**src/rtl/clkbuf_cfg_pkg.sv**
```systemverilog
package clkbuf_cfg_pkg;

    typedef enum logic [2:0] {
        ST_IDLE,
        ST_RX,
        ST_ACK_TX,
        ST_TX,
        ST_ACK_RX
    } bus_state_t;

    typedef enum logic [1:0] {
        PH_ADDR,
        PH_CMD,
        PH_COUNT,
        PH_DATA
    } rx_phase_t;

    function automatic logic [7:0] reg_default(input int idx);
        return (idx == 6) ? 8'h8F : 8'h00;
    endfunction

endpackage

```
**src/rtl/bus_line_sampler.sv**
```systemverilog
module bus_line_sampler #(
    parameter int SYNC_STAGES = 2
) (
    input  logic clk,
    input  logic rst_n,
    input  logic scl_i,
    input  logic sda_i,
    output logic scl_o,
    output logic sda_o,
    output logic scl_rise_o,
    output logic scl_fall_o,
    output logic start_o,
    output logic stop_o
);
    localparam int NUM_LINES = 2;

    logic [NUM_LINES-1:0] raw;
    logic [NUM_LINES-1:0] synced;
    logic [NUM_LINES-1:0] last_q;

    assign raw = {sda_i, scl_i};

    for (genvar g = 0; g < NUM_LINES; g++) begin : g_line
        logic [SYNC_STAGES-1:0] pipe_q;
        always_ff @(posedge clk or negedge rst_n) begin
            if (!rst_n) pipe_q <= '1;
            else        pipe_q <= {pipe_q[SYNC_STAGES-2:0], raw[g]};
        end
        assign synced[g] = pipe_q[SYNC_STAGES-1];
    end

    always_ff @(posedge clk or negedge rst_n) begin
        if (!rst_n) last_q <= '1;
        else        last_q <= synced;
    end

    assign scl_o      = synced[0];
    assign sda_o      = synced[1];
    assign scl_rise_o = synced[0] & ~last_q[0];
    assign scl_fall_o = ~synced[0] & last_q[0];
    assign start_o    = synced[0] & last_q[0] & ~synced[1] & last_q[1];
    assign stop_o     = synced[0] & last_q[0] & synced[1] & ~last_q[1];

endmodule

```
**src/rtl/cfg_reg_bank.sv**
```systemverilog
module cfg_reg_bank
    import clkbuf_cfg_pkg::*;
#(
    parameter int NUM_REGS = 9,
    parameter int IDX_W    = 4
) (
    input  logic                  clk,
    input  logic                  rst_n,
    input  logic                  wr_en,
    input  logic [IDX_W-1:0]      wr_idx,
    input  logic [7:0]            wr_data,
    input  logic [IDX_W-1:0]      rd_idx,
    output logic [7:0]            rd_data,
    output logic [NUM_REGS*8-1:0] regs_o
);
    logic [7:0] bank_q [NUM_REGS];

    for (genvar i = 0; i < NUM_REGS; i++) begin : g_reg
        always_ff @(posedge clk or negedge rst_n) begin
            if (!rst_n)
                bank_q[i] <= reg_default(i);
            else if (wr_en && (wr_idx == IDX_W'(i)))
                bank_q[i] <= wr_data;
        end
        assign regs_o[8*i +: 8] = bank_q[i];
    end

    always_comb begin
        rd_data = 8'h00;
        for (int k = 0; k < NUM_REGS; k++) begin
            if (rd_idx == IDX_W'(k)) rd_data = bank_q[k];
        end
    end

    // Out-of-range writes must never be requested
    assert_write_in_range_R3: assert property (@(posedge clk) disable iff (!rst_n)
        wr_en |-> (int'(wr_idx) < NUM_REGS));

    // A requested write lands in the addressed byte
    assert_write_lands_R2: assert property (@(posedge clk) disable iff (!rst_n)
        wr_en |=> (regs_o[8*int'($past(wr_idx)) +: 8] == $past(wr_data)));

endmodule

```
**src/rtl/clkbuf_cfg_slave.sv**
```systemverilog
module clkbuf_cfg_slave
    import clkbuf_cfg_pkg::*;
#(
    parameter int         NUM_REGS    = 9,
    parameter logic [6:0] SLAVE_ADDR  = 7'b1101001,
    parameter logic [7:0] COUNT_VALUE = 8'h09
) (
    input  logic                  clk,
    input  logic                  rst_n,
    input  logic                  scl_i,
    input  logic                  sda_i,
    output logic                  sda_pull_low_o,
    output logic [NUM_REGS*8-1:0] cfg_regs_o
);
    localparam int IDX_W = $clog2(NUM_REGS + 1);
    localparam logic [IDX_W-1:0] IDX_END = IDX_W'(NUM_REGS);

    logic scl_s, sda_s, scl_rise, scl_fall, start_c, stop_c;

    bus_state_t       state_q;
    rx_phase_t        phase_q;
    logic             rw_q;
    logic             acked_q;
    logic [3:0]       bit_cnt_q;
    logic [7:0]       shift_q;
    logic [IDX_W-1:0] idx_q;

    logic             wr_en;
    logic [7:0]       rd_data;
    logic             byte_done;

    bus_line_sampler #(.SYNC_STAGES(2)) u_sampler (
        .clk        (clk),
        .rst_n      (rst_n),
        .scl_i      (scl_i),
        .sda_i      (sda_i),
        .scl_o      (scl_s),
        .sda_o      (sda_s),
        .scl_rise_o (scl_rise),
        .scl_fall_o (scl_fall),
        .start_o    (start_c),
        .stop_o     (stop_c)
    );

    assign byte_done = (state_q == ST_RX) && scl_fall && (bit_cnt_q == 4'd8)
                       && !start_c && !stop_c;
    assign wr_en     = byte_done && (phase_q == PH_DATA) && (idx_q != IDX_END);

    cfg_reg_bank #(.NUM_REGS(NUM_REGS), .IDX_W(IDX_W)) u_bank (
        .clk     (clk),
        .rst_n   (rst_n),
        .wr_en   (wr_en),
        .wr_idx  (idx_q),
        .wr_data (shift_q),
        .rd_idx  (idx_q),
        .rd_data (rd_data),
        .regs_o  (cfg_regs_o)
    );

    // State register process
    always_ff @(posedge clk or negedge rst_n) begin
        if (!rst_n) begin
            state_q   <= ST_IDLE;
            phase_q   <= PH_ADDR;
            rw_q      <= 1'b0;
            acked_q   <= 1'b0;
            bit_cnt_q <= 4'd0;
            shift_q   <= 8'h00;
            idx_q     <= '0;
        end else if (stop_c) begin
            state_q <= ST_IDLE;
        end else if (start_c) begin
            state_q   <= ST_RX;
            phase_q   <= PH_ADDR;
            bit_cnt_q <= 4'd0;
            idx_q     <= '0;
        end else begin
            unique case (state_q)
                ST_IDLE: ;
                ST_RX: begin
                    if (scl_rise && bit_cnt_q != 4'd8) begin
                        shift_q   <= {shift_q[6:0], sda_s};
                        bit_cnt_q <= bit_cnt_q + 4'd1;
                    end else if (byte_done) begin
                        if (phase_q == PH_ADDR) begin
                            if (shift_q[7:1] == SLAVE_ADDR) begin
                                rw_q    <= shift_q[0];
                                state_q <= ST_ACK_TX;
                            end else begin
                                state_q <= ST_IDLE;
                            end
                        end else begin
                            state_q <= ST_ACK_TX;
                        end
                    end
                end
                ST_ACK_TX: begin
                    if (scl_fall) begin
                        bit_cnt_q <= 4'd0;
                        if (phase_q == PH_ADDR && rw_q) begin
                            state_q <= ST_TX;
                            shift_q <= COUNT_VALUE;
                            phase_q <= PH_DATA;
                        end else begin
                            state_q <= ST_RX;
                            if (phase_q == PH_DATA && idx_q != IDX_END)
                                idx_q <= idx_q + 1'b1;
                            unique case (phase_q)
                                PH_ADDR:  phase_q <= PH_CMD;
                                PH_CMD:   phase_q <= PH_COUNT;
                                PH_COUNT: phase_q <= PH_DATA;
                                PH_DATA:  phase_q <= PH_DATA;
                                default:  phase_q <= PH_DATA;
                            endcase
                        end
                    end
                end
                ST_TX: begin
                    if (scl_fall) begin
                        if (bit_cnt_q == 4'd7) begin
                            state_q <= ST_ACK_RX;
                            acked_q <= 1'b0;
                        end else begin
                            shift_q   <= {shift_q[6:0], 1'b0};
                            bit_cnt_q <= bit_cnt_q + 4'd1;
                        end
                    end
                end
                ST_ACK_RX: begin
                    if (scl_rise) begin
                        acked_q <= ~sda_s;
                    end else if (scl_fall) begin
                        if (acked_q) begin
                            state_q   <= ST_TX;
                            shift_q   <= rd_data;
                            bit_cnt_q <= 4'd0;
                            if (idx_q != IDX_END) idx_q <= idx_q + 1'b1;
                        end else begin
                            state_q <= ST_IDLE;
                        end
                    end
                end
                default: state_q <= ST_IDLE;
            endcase
        end
    end

    // Output process
    always_comb begin
        unique case (state_q)
            ST_ACK_TX: sda_pull_low_o = 1'b1;
            ST_TX:     sda_pull_low_o = ~shift_q[7];
            default:   sda_pull_low_o = 1'b0;
        endcase
    end

    // SDA may move only while the sampled SCL is low
    assert_sda_moves_scl_low_R8: assert property (@(posedge clk) disable iff (!rst_n)
        !$stable(sda_pull_low_o) |-> !scl_s);

    // Transmission only follows a read address
    assert_tx_only_read_R4: assert property (@(posedge clk) disable iff (!rst_n)
        (state_q == ST_TX) |-> rw_q);

    // Mismatched address leaves SDA released
    assert_addr_mismatch_released_R1: assert property (@(posedge clk) disable iff (!rst_n)
        (byte_done && phase_q == PH_ADDR && shift_q[7:1] != SLAVE_ADDR) |=> !sda_pull_low_o);

    // Master not-acknowledge ends the read
    assert_nack_goes_idle_R5: assert property (@(posedge clk) disable iff (!rst_n)
        (state_q == ST_ACK_RX && scl_fall && !acked_q && !start_c && !stop_c)
        |=> (state_q == ST_IDLE));

endmodule

```
**config.mk**
```make
export PLATFORM = sky130hd
export DESIGN_NAME = clkbuf_cfg_slave
export DESIGN_NICKNAME = d
export VERILOG_FILES = /design/src/rtl/clkbuf_cfg_pkg.sv /design/src/rtl/bus_line_sampler.sv /design/src/rtl/cfg_reg_bank.sv /design/src/rtl/clkbuf_cfg_slave.sv
export SDC_FILE = /design/constraint.sdc
export NUM_CORES = 1
export LEC_CHECK = 0
export ABC_AREA = 1
export ABC_CLOCK_PERIOD_IN_PS = 3900
export BUFFER_PORTS_ARGS = -buffer_cell sky130_fd_sc_hd__buf_2
export CORE_ASPECT_RATIO = 0.8
export CORE_MARGIN = 10
export CORE_UTILIZATION = 45
export CTS_BUF_LIST = sky130_fd_sc_hd__clkbuf_8
export DETAILED_ROUTE_END_ITERATION = 10
export PLACE_DENSITY_LB_ADDON = 0.12
export SETUP_SLACK_MARGIN = 0.5
export SYNTH_ARGS = -nofsm -noshare
export SYNTH_HDL_FRONTEND = slang
export SYNTH_SLANG_ARGS = --single-unit
export TNS_END_PERCENT = 10
```
**constraint.sdc**
```tcl
create_clock -name clk -period 3.9 [get_ports clk]
set_clock_uncertainty 0.15 [all_clocks]
set_input_delay 0.39 -clock clk [delete_from_list [all_inputs] [get_ports clk]]
set_output_delay 0.39 -clock clk [all_outputs]
set_load 0.01 [all_outputs]
```
# Word level (Yosys, flattened, before mapping)
# Index checks and enable logic that the tools add are counted.
[totals]
regBits = 101
input_bits = 4
output_inout_bits = 73
wordCells = 181
[classes]
n_addsub = 2
n_eq_ne = 48
mux = 60
bitwise = 15
reduce_logical = 37
[op_table]
columns = ["cell", "count"]
rows = [
  ["two-way mux 8 bit", 17],
  ["two-way mux 4 bit", 16],
  ["inequality test 4 bit, second input constant", 9],
  ["case mux 8 bit (4 select lines)", 1],
  ["two-way mux 3 bit", 10],
  ["inequality test 3 bit, second input constant", 10],
  ["== test 4 x 3 -> 1 bit, second input constant", 5],
  ["logical AND 1 bit", 18],
  ["inequality test 2 bit, second input constant", 9],
  ["AND reduction 9 bit", 2],
  ["case mux 4 bit (4 select lines)", 1],
  ["case mux 3 bit (5 select lines)", 1],
  ["two-way mux 2 bit", 7],
  ["AND reduction 11 bit", 1],
  ["adder 4 x 1 -> 4 bit, second input constant", 2],
  ["== test 4 x 2 -> 1 bit, second input constant", 2],
  ["== test 4 bit, second input constant", 2],
  ["inverter 1 bit", 8],
  ["case mux 4 bit (2 select lines)", 1],
  ["AND reduction 8 bit", 1],
  ["bitwise AND 1 bit", 7],
  ["== test 7 bit, second input constant", 1],
  ["AND reduction 7 bit", 1],
  ["== test 3 x 2 -> 1 bit, second input constant", 2],
  ["other kinds (21)", 28],
]

# Longest topological paths before layout
[logic_depth]
ltp_word = 14
ltp_mapped = 16
depth_no_buf = 15

# Hierarchy
# Synthesis repeated with hierarchy kept, for this count alone.
[hier_totals]
cells_unflattened = 673
hier_area_um2 = 5196.2
[modules_own_cells]
columns = ["mod", "n_inst", "cells_per_inst", "area_per_inst_um2", "seq_area_each_um2"]
rows = [
  ["cfg_reg_bank", 1, 404, 3315.7, 1808.0],
  ["clkbuf_cfg_slave", 1, 252, 1681.6, 575.6],
  ["bus_line_sampler", 1, 17, 198.9, 157.7],
]

# Least setup slack after synthesis
# No wires, ideal clock.
[synth_path]
kind = "reg-to-reg"
from = "reg idx_q[1]"
to = "reg u_bank.bank_q (netlist bit u_bank.regs_o[53])"
setup_ns = 0.125
arrival_ns = 1.708
t_required_ns = 3.625
path_slack_ns = 1.917
stages_incl_launch_ff = 11
path_buffers = 2
synth_period_minus_slack_ns = 1.983
path_cell_list = "dfrtp_1 -> inv_1 -> ha_1 -> buf_2 -> nand3_4 -> nand3_4 -> nor2_8 -> nand4_4 -> buf_6 -> nand2_2 -> o21ai_2"
[synth_between]
elab_chain_len = 3
word_cells_on_any_way = 4
cone_classes = "eq/ne (2); reduce/logical (2)"
[synth_rtl]
columns = ["item", "line", "source"]
rows = [
  ["start: declaration", "clkbuf_cfg_slave.sv:26", "logic [IDX_W-1:0] idx_q;"],
  ["start signal: assignment", "clkbuf_cfg_slave.sv:107", "idx_q <= idx_q + 1'b1;"],
  ["start signal: assignment", "clkbuf_cfg_slave.sv:137", "if (idx_q != IDX_END) idx_q <= idx_q + 1'b1;"],
  ["inequality test 4 bit", "clkbuf_cfg_slave.sv:47", "assign wr_en = byte_done && (phase_q == PH_DATA) && (idx_q != IDX_END);"],
  ["logical AND 1 bit", "clkbuf_cfg_slave.sv:47", ""],
  ["logical AND 1 bit (*)", "cfg_reg_bank.sv:22", "else if (wr_en && (wr_idx == IDX_W'(i)))"],
  ["end signal: indexed assignment", "cfg_reg_bank.sv:21", "bank_q[i] <= reg_default(i);"],
  ["end signal: indexed assignment", "cfg_reg_bank.sv:23", "bank_q[i] <= wr_data;"],
  ["end: declaration", "cfg_reg_bank.sv:16", "logic [7:0] bank_q [NUM_REGS];"],
]
# Every way passes the cells marked *; elsewhere a longest branch is shown, timed or not.
# A chain may end at the register's enable or synchronous reset.

# Worst setup path after layout
[layout_path]
from = "reg idx_q[1]"
to = "reg shift_q[3]"
[layout_between]
elab_chain_len = 14
word_cells_on_any_way = 22
cone_classes = "eq/ne (8); mux (13); reduce/logical (1)"
[layout_rtl]
columns = ["item", "line", "source"]
rows = [
  ["logical NOT 4 bit", "cfg_reg_bank.sv:31", "if (rd_idx == IDX_W'(k)) rd_data = bank_q[k];"],
  ["two-way mux 8 bit (8 in series)", "cfg_reg_bank.sv:31", ""],
  ["two-way mux 8 bit (*)", "cfg_reg_bank.sv:31", ""],
  ["two-way mux 8 bit (*)", "clkbuf_cfg_slave.sv:133", "if (acked_q) begin"],
  ["two-way mux 8 bit (*)", "clkbuf_cfg_slave.sv:132", "end else if (scl_fall) begin"],
  ["two-way mux 8 bit (*)", "clkbuf_cfg_slave.sv:130", "if (scl_rise) begin"],
  ["case mux 8 bit (4 select lines) (*)", "clkbuf_cfg_slave.sv:78", "unique case (state_q)"],
  ["end signal: assignment", "clkbuf_cfg_slave.sv:82", "shift_q <= {shift_q[6:0], sda_s};"],
  ["end signal: assignment", "clkbuf_cfg_slave.sv:124", "shift_q <= {shift_q[6:0], 1'b0};"],
  ["end signal: assignment", "clkbuf_cfg_slave.sv:135", "shift_q <= rd_data;"],
  ["end: declaration", "clkbuf_cfg_slave.sv:25", "logic [7:0] shift_q;"],
]
# Every way passes the cells marked *; elsewhere a longest branch is shown, timed or not. The select of a mux whose other input is x is not followed.

==> summary.txt <==
Run status
  – Run status: completed

Global routing
  – Pin count of the biggest net entering global routing: 42
  – Number of global-route vias before repair: 4,655
  – Grt total ovfl: 0
  – All-Layer GR Usage: 0.186
  – Wire length of the first global-routing pass: 25.3 mm
  – Antenna violations before repair: 0

Routing
  – Post-DR vias/cell: 5.27
  – Iteration count of the initial detailed-routing pass: 5
  – Iteration-0 DRC Markers: 397
  – Routed length per placed instance: 17.0 um
  – Number of routed nets with antenna violations: 0
  – DRC Markers: 0
  – Final routed wirelength across all metal layers: 15.5 mm
  – Vias: 4,803

Critical path
  – Required time reported for the critical path endpoint: 4.06 ns
  – Critical path's top delay family: simple AND/OR/NAND/NOR gates
  – Slowest cell delay on critical path: 0.66 ns
  – Worst reg-to-reg path cell count: 14
  – Bufs and invs on worst path: 3
  – Slowest cell on crit path: ha_1
  – Largest driver fanout on the critical path: 19
  – Crit path depth: 14
  – Most common cell type on the critical path: nand2_1
  – R2r setup slk: 1.32 ns
  – Data arrival, critical path: 2.74 ns
  – Cell-by-cell listing of the critical path: inv_1, ha_1, nand3_2, inv_2, nand2_1, nand2_1, inv_1, nand2_1, nand2_1, nand2_1, nand2_1, nand2_1, nand2_1, nand2_1
  – Crit path launch type: flip-flop
  – Critical path class: reg2reg
  – Endpoint class of the critical path: flip-flop

Yosys
  – Yosys Warn Count: 0
  – Simple logic cell fraction of the synthesized area: 0.308
  – Library cell with the largest summed area after synthesis: dfrtp_1
  – Main combinational cell family by area after synthesis: simple AND/OR/NAND/NOR gates
  – Post-Synth Adder-Cell Area: 0.0137
  – Complex-gate fraction of the synthesized area: 0.121
  – Instance count of the mapped netlist: 690
  – EDFF count, synth: 0
  – Most area-consuming cells after synthesis: dfrtp_1 (41%), nand2_1 (14%), dfstp_2 (5.3%)
  – Top post-synthesis cells by count: nand2_1 (211), dfrtp_1 (90), nor2_1 (66)
  – Distinct cell type count after synthesis: 35
  – Commonest register cell after synthesis: dfrtp_1
  – Fraction of post-synthesis cell area in the top cell type by area: 0.411
  – Sequential fraction of the synthesis area: 0.464
  – Area of the mapped netlist: 5480 um2
  – Synthesis-stage register bit count: 101
  – XOR/XNOR share of the synthesized area: 0.00480
  – Dominant cell by count in the synthesized netlist: nand2_1
  – Post-synthesis mux area share: 0
  – Average cell area after synthesis: 7.94 um2
  – Syn Nets: 700
  – Async SR Flop Fraction: 1.00

Clock tree
  – TritonCTS clock tree: yes
  – Number of buffers inserted during clock tree synthesis: 9
  – Root Driver: clkbuf_8
  – Total of cells resized after clock tree synthesis: 0
  – H-tree depth: 3
  – Number of sinks on the clock net: 101
  – Clock Latency Late Sink: 0.37 ns
  – Maximum count of clock buffers along a single path: 2
  – Clock-pin slew reported for the worst setup and hold paths after clock tree synthesis: 0.09 ns

Worst hold path
  – Hold-critical path depth: 0
  – Min-delay worst type: reg2reg

STA
  – Period utilization: 0.662
  – Minimum period implied by the final worst setup slack: 2.58 ns
  – Worst slew slack as a fraction of its limit: 0.488
  – Peak clock frequency supported by timing: 387 MHz
  – Transition time at the pin with the least slew margin: 0.767 ns
  – Pins over their slew limit: 0
  – Worst hold margin: 0.211 ns
  – Final TNS setup: 0 ns
  – Setup repair after global routing missed its margin: false
  – Total count of hold-check failures in the final report: 0
  – Total of endpoints with negative setup slack in the final report: 0

Final layout
  – Antenna Cells: 0
  – Layout-stage area growth over the synthesis result: 10.6%
  – Cell area after layout: 6060 um2
  – NumNets Final: 769
  – Fill cell instance count of the final layout: 1,183
  – Share of final-layout standard cells stronger than drive strength 1: 0.204
  – Area occupied by registers: 2540 um2
  – Post-route core utilization: 0.518
  – Footprint of the multi-input gates: 2450 um2

Floorplanning
  – Vert. Die Dim: 119 um
  – Die area: 17,000 um2
  – Area of the core: 11,700 um2
  – Num rows: 35
  – Number of primary I/O pins: 77
  – Initial core utilization: 0.468
  – Die X: 143 um

Pwr
  – Reported leakage power: 3.28 nW
  – Pwr/cell area: 499 nW/um2
  – Worst ir drop on vdd: 0.227 mV
  – Sum of internal, switching and leakage power: 0.00302 W

Placed design
  – Final weighted congestion of routability-driven global placement: 0.929
  – Number of input and output port buffers inserted: 76
  – Post-detail-place hpwl: 11.3 mm
  – Placed Area: 5870 um2

Flow run
  – Maximum capacitance violations: 0
-- worst register-to-register path: stages (launching register included) --
cell and delay, ns:
dfrtp_1 0.44, inv_1 0.10, ha_1 0.66, nand3_2 0.27, inv_2 0.25, nand2_1 0.09
nand2_1 0.06, inv_1 0.07, nand2_1 0.06, nand2_1 0.08, nand2_1 0.08, nand2_1 0.05
nand2_1 0.05, nand2_1 0.05, nand2_1 0.06
-- power breakdown --
group,internal [W],switching [W],total (W),leakage [nW]
clock network,0.000225,0.000367,0.000592,0.0951
registers,0.00115,0.000126,0.00128,1.34
logic,0.000288,0.000866,0.00115,1.85
-- stage by stage --
step	setup slack, ns	instances
3_3_place_gp	1.41	893
5_1_grt	1.02	912
3_5_place_dp	1.37	893
2_1_floorplan	1.92	690
6_report	1.32	912
4_1_cts	1.34	912
-- worst paths after layout --
path	startpoint	endpoint
max	idx_q[1]	shift_q[3]
min	u_sampler.g_line[1].pipe_q[0]	u_sampler.g_line[1].pipe_q[1]
max reg2reg	idx_q[1]	shift_q[3]
min reg2reg	u_sampler.g_line[1].pipe_q[0]	u_sampler.g_line[1].pipe_q[1]
max in group asynchronous	rst_n	u_bank.regs_o[55]
min in group asynchronous	rst_n	u_bank.regs_o[61]
-- final cells by class --
cell class	instances	area share
Tap cell	148	0.0306
Timing Repair Buffer	81	0.0707
Clock inverter	7	0.00599
Inverter	75	0.0479
Multi-Input combinational cell	491	0.405
Clock buffer	9	0.0205
Sequential cell	101	0.420
-- metal layers --
layer | GRT usage | share of wire | up-vias
li1 | - | - | 2355
met1 | 0.257 | 0.48 | 2279
met2 | 0.282 | 0.44 | 149
met3 | 0.0476 | 0.068 | 20
met4 | 0.0452 | 0.014 | 0
met5 | 0 | 0 | -
-- sequential cells by signal, summed over array words and instances, names as in the netlist --
name	count
idx_q	4
state_q	3
u_sampler.g_line.pipe_q	4
rw_q	1
shift_q	8
bit_cnt_q	4
u_bank.regs_o	72
phase_q	2
u_sampler.last_q	2
acked_q	1
-- kinds of logic (layout without fill, tap and decap cells) --
kind of cell             count (synthesis)  count (layout)
AND/OR/NAND/NOR                        364             364
AO/OA/AOI/OAI                          118             118
flip-flops                             101             101
buffers and inverters                   98             172
adder cells (fa/ha/maj)                  6               6
XOR/XNOR                                 3               3
-- cell usage in the layout (no fill, tap or decap), types with 2 or more instances in the layout --
master and count:
a21oi_1 20, a31oi_1 2, buf_2 75, buf_4 3
clkbuf_8 9, clkinv_2 7, dfrtp_1 90, dfstp_2 11
dlygate4sd3_1 3, ha_1 6, inv_1 67, inv_2 6
nand2_1 211, nand2_2 8, nand2_4 4, nand3_1 47
nand3_2 2, nand3_4 5, nand3b_1 7, nand4_1 4
nand4_4 2, nor2_1 66, nor2_2 2, nor2_8 2
o211ai_1 2, o21ai_0 53, o21ai_1 24, o21ai_2 16
xor2_1 3
-- repair_timing --
| action | 4_1_cts | 5_1_grt |
|---|---|---|
| hold buffers | 3 | 0 |
| endpoints found under the hold margin | 31 | 0 |
| buffers inserted | 0 | 0 |
Power figures use the tool's default switching activity.
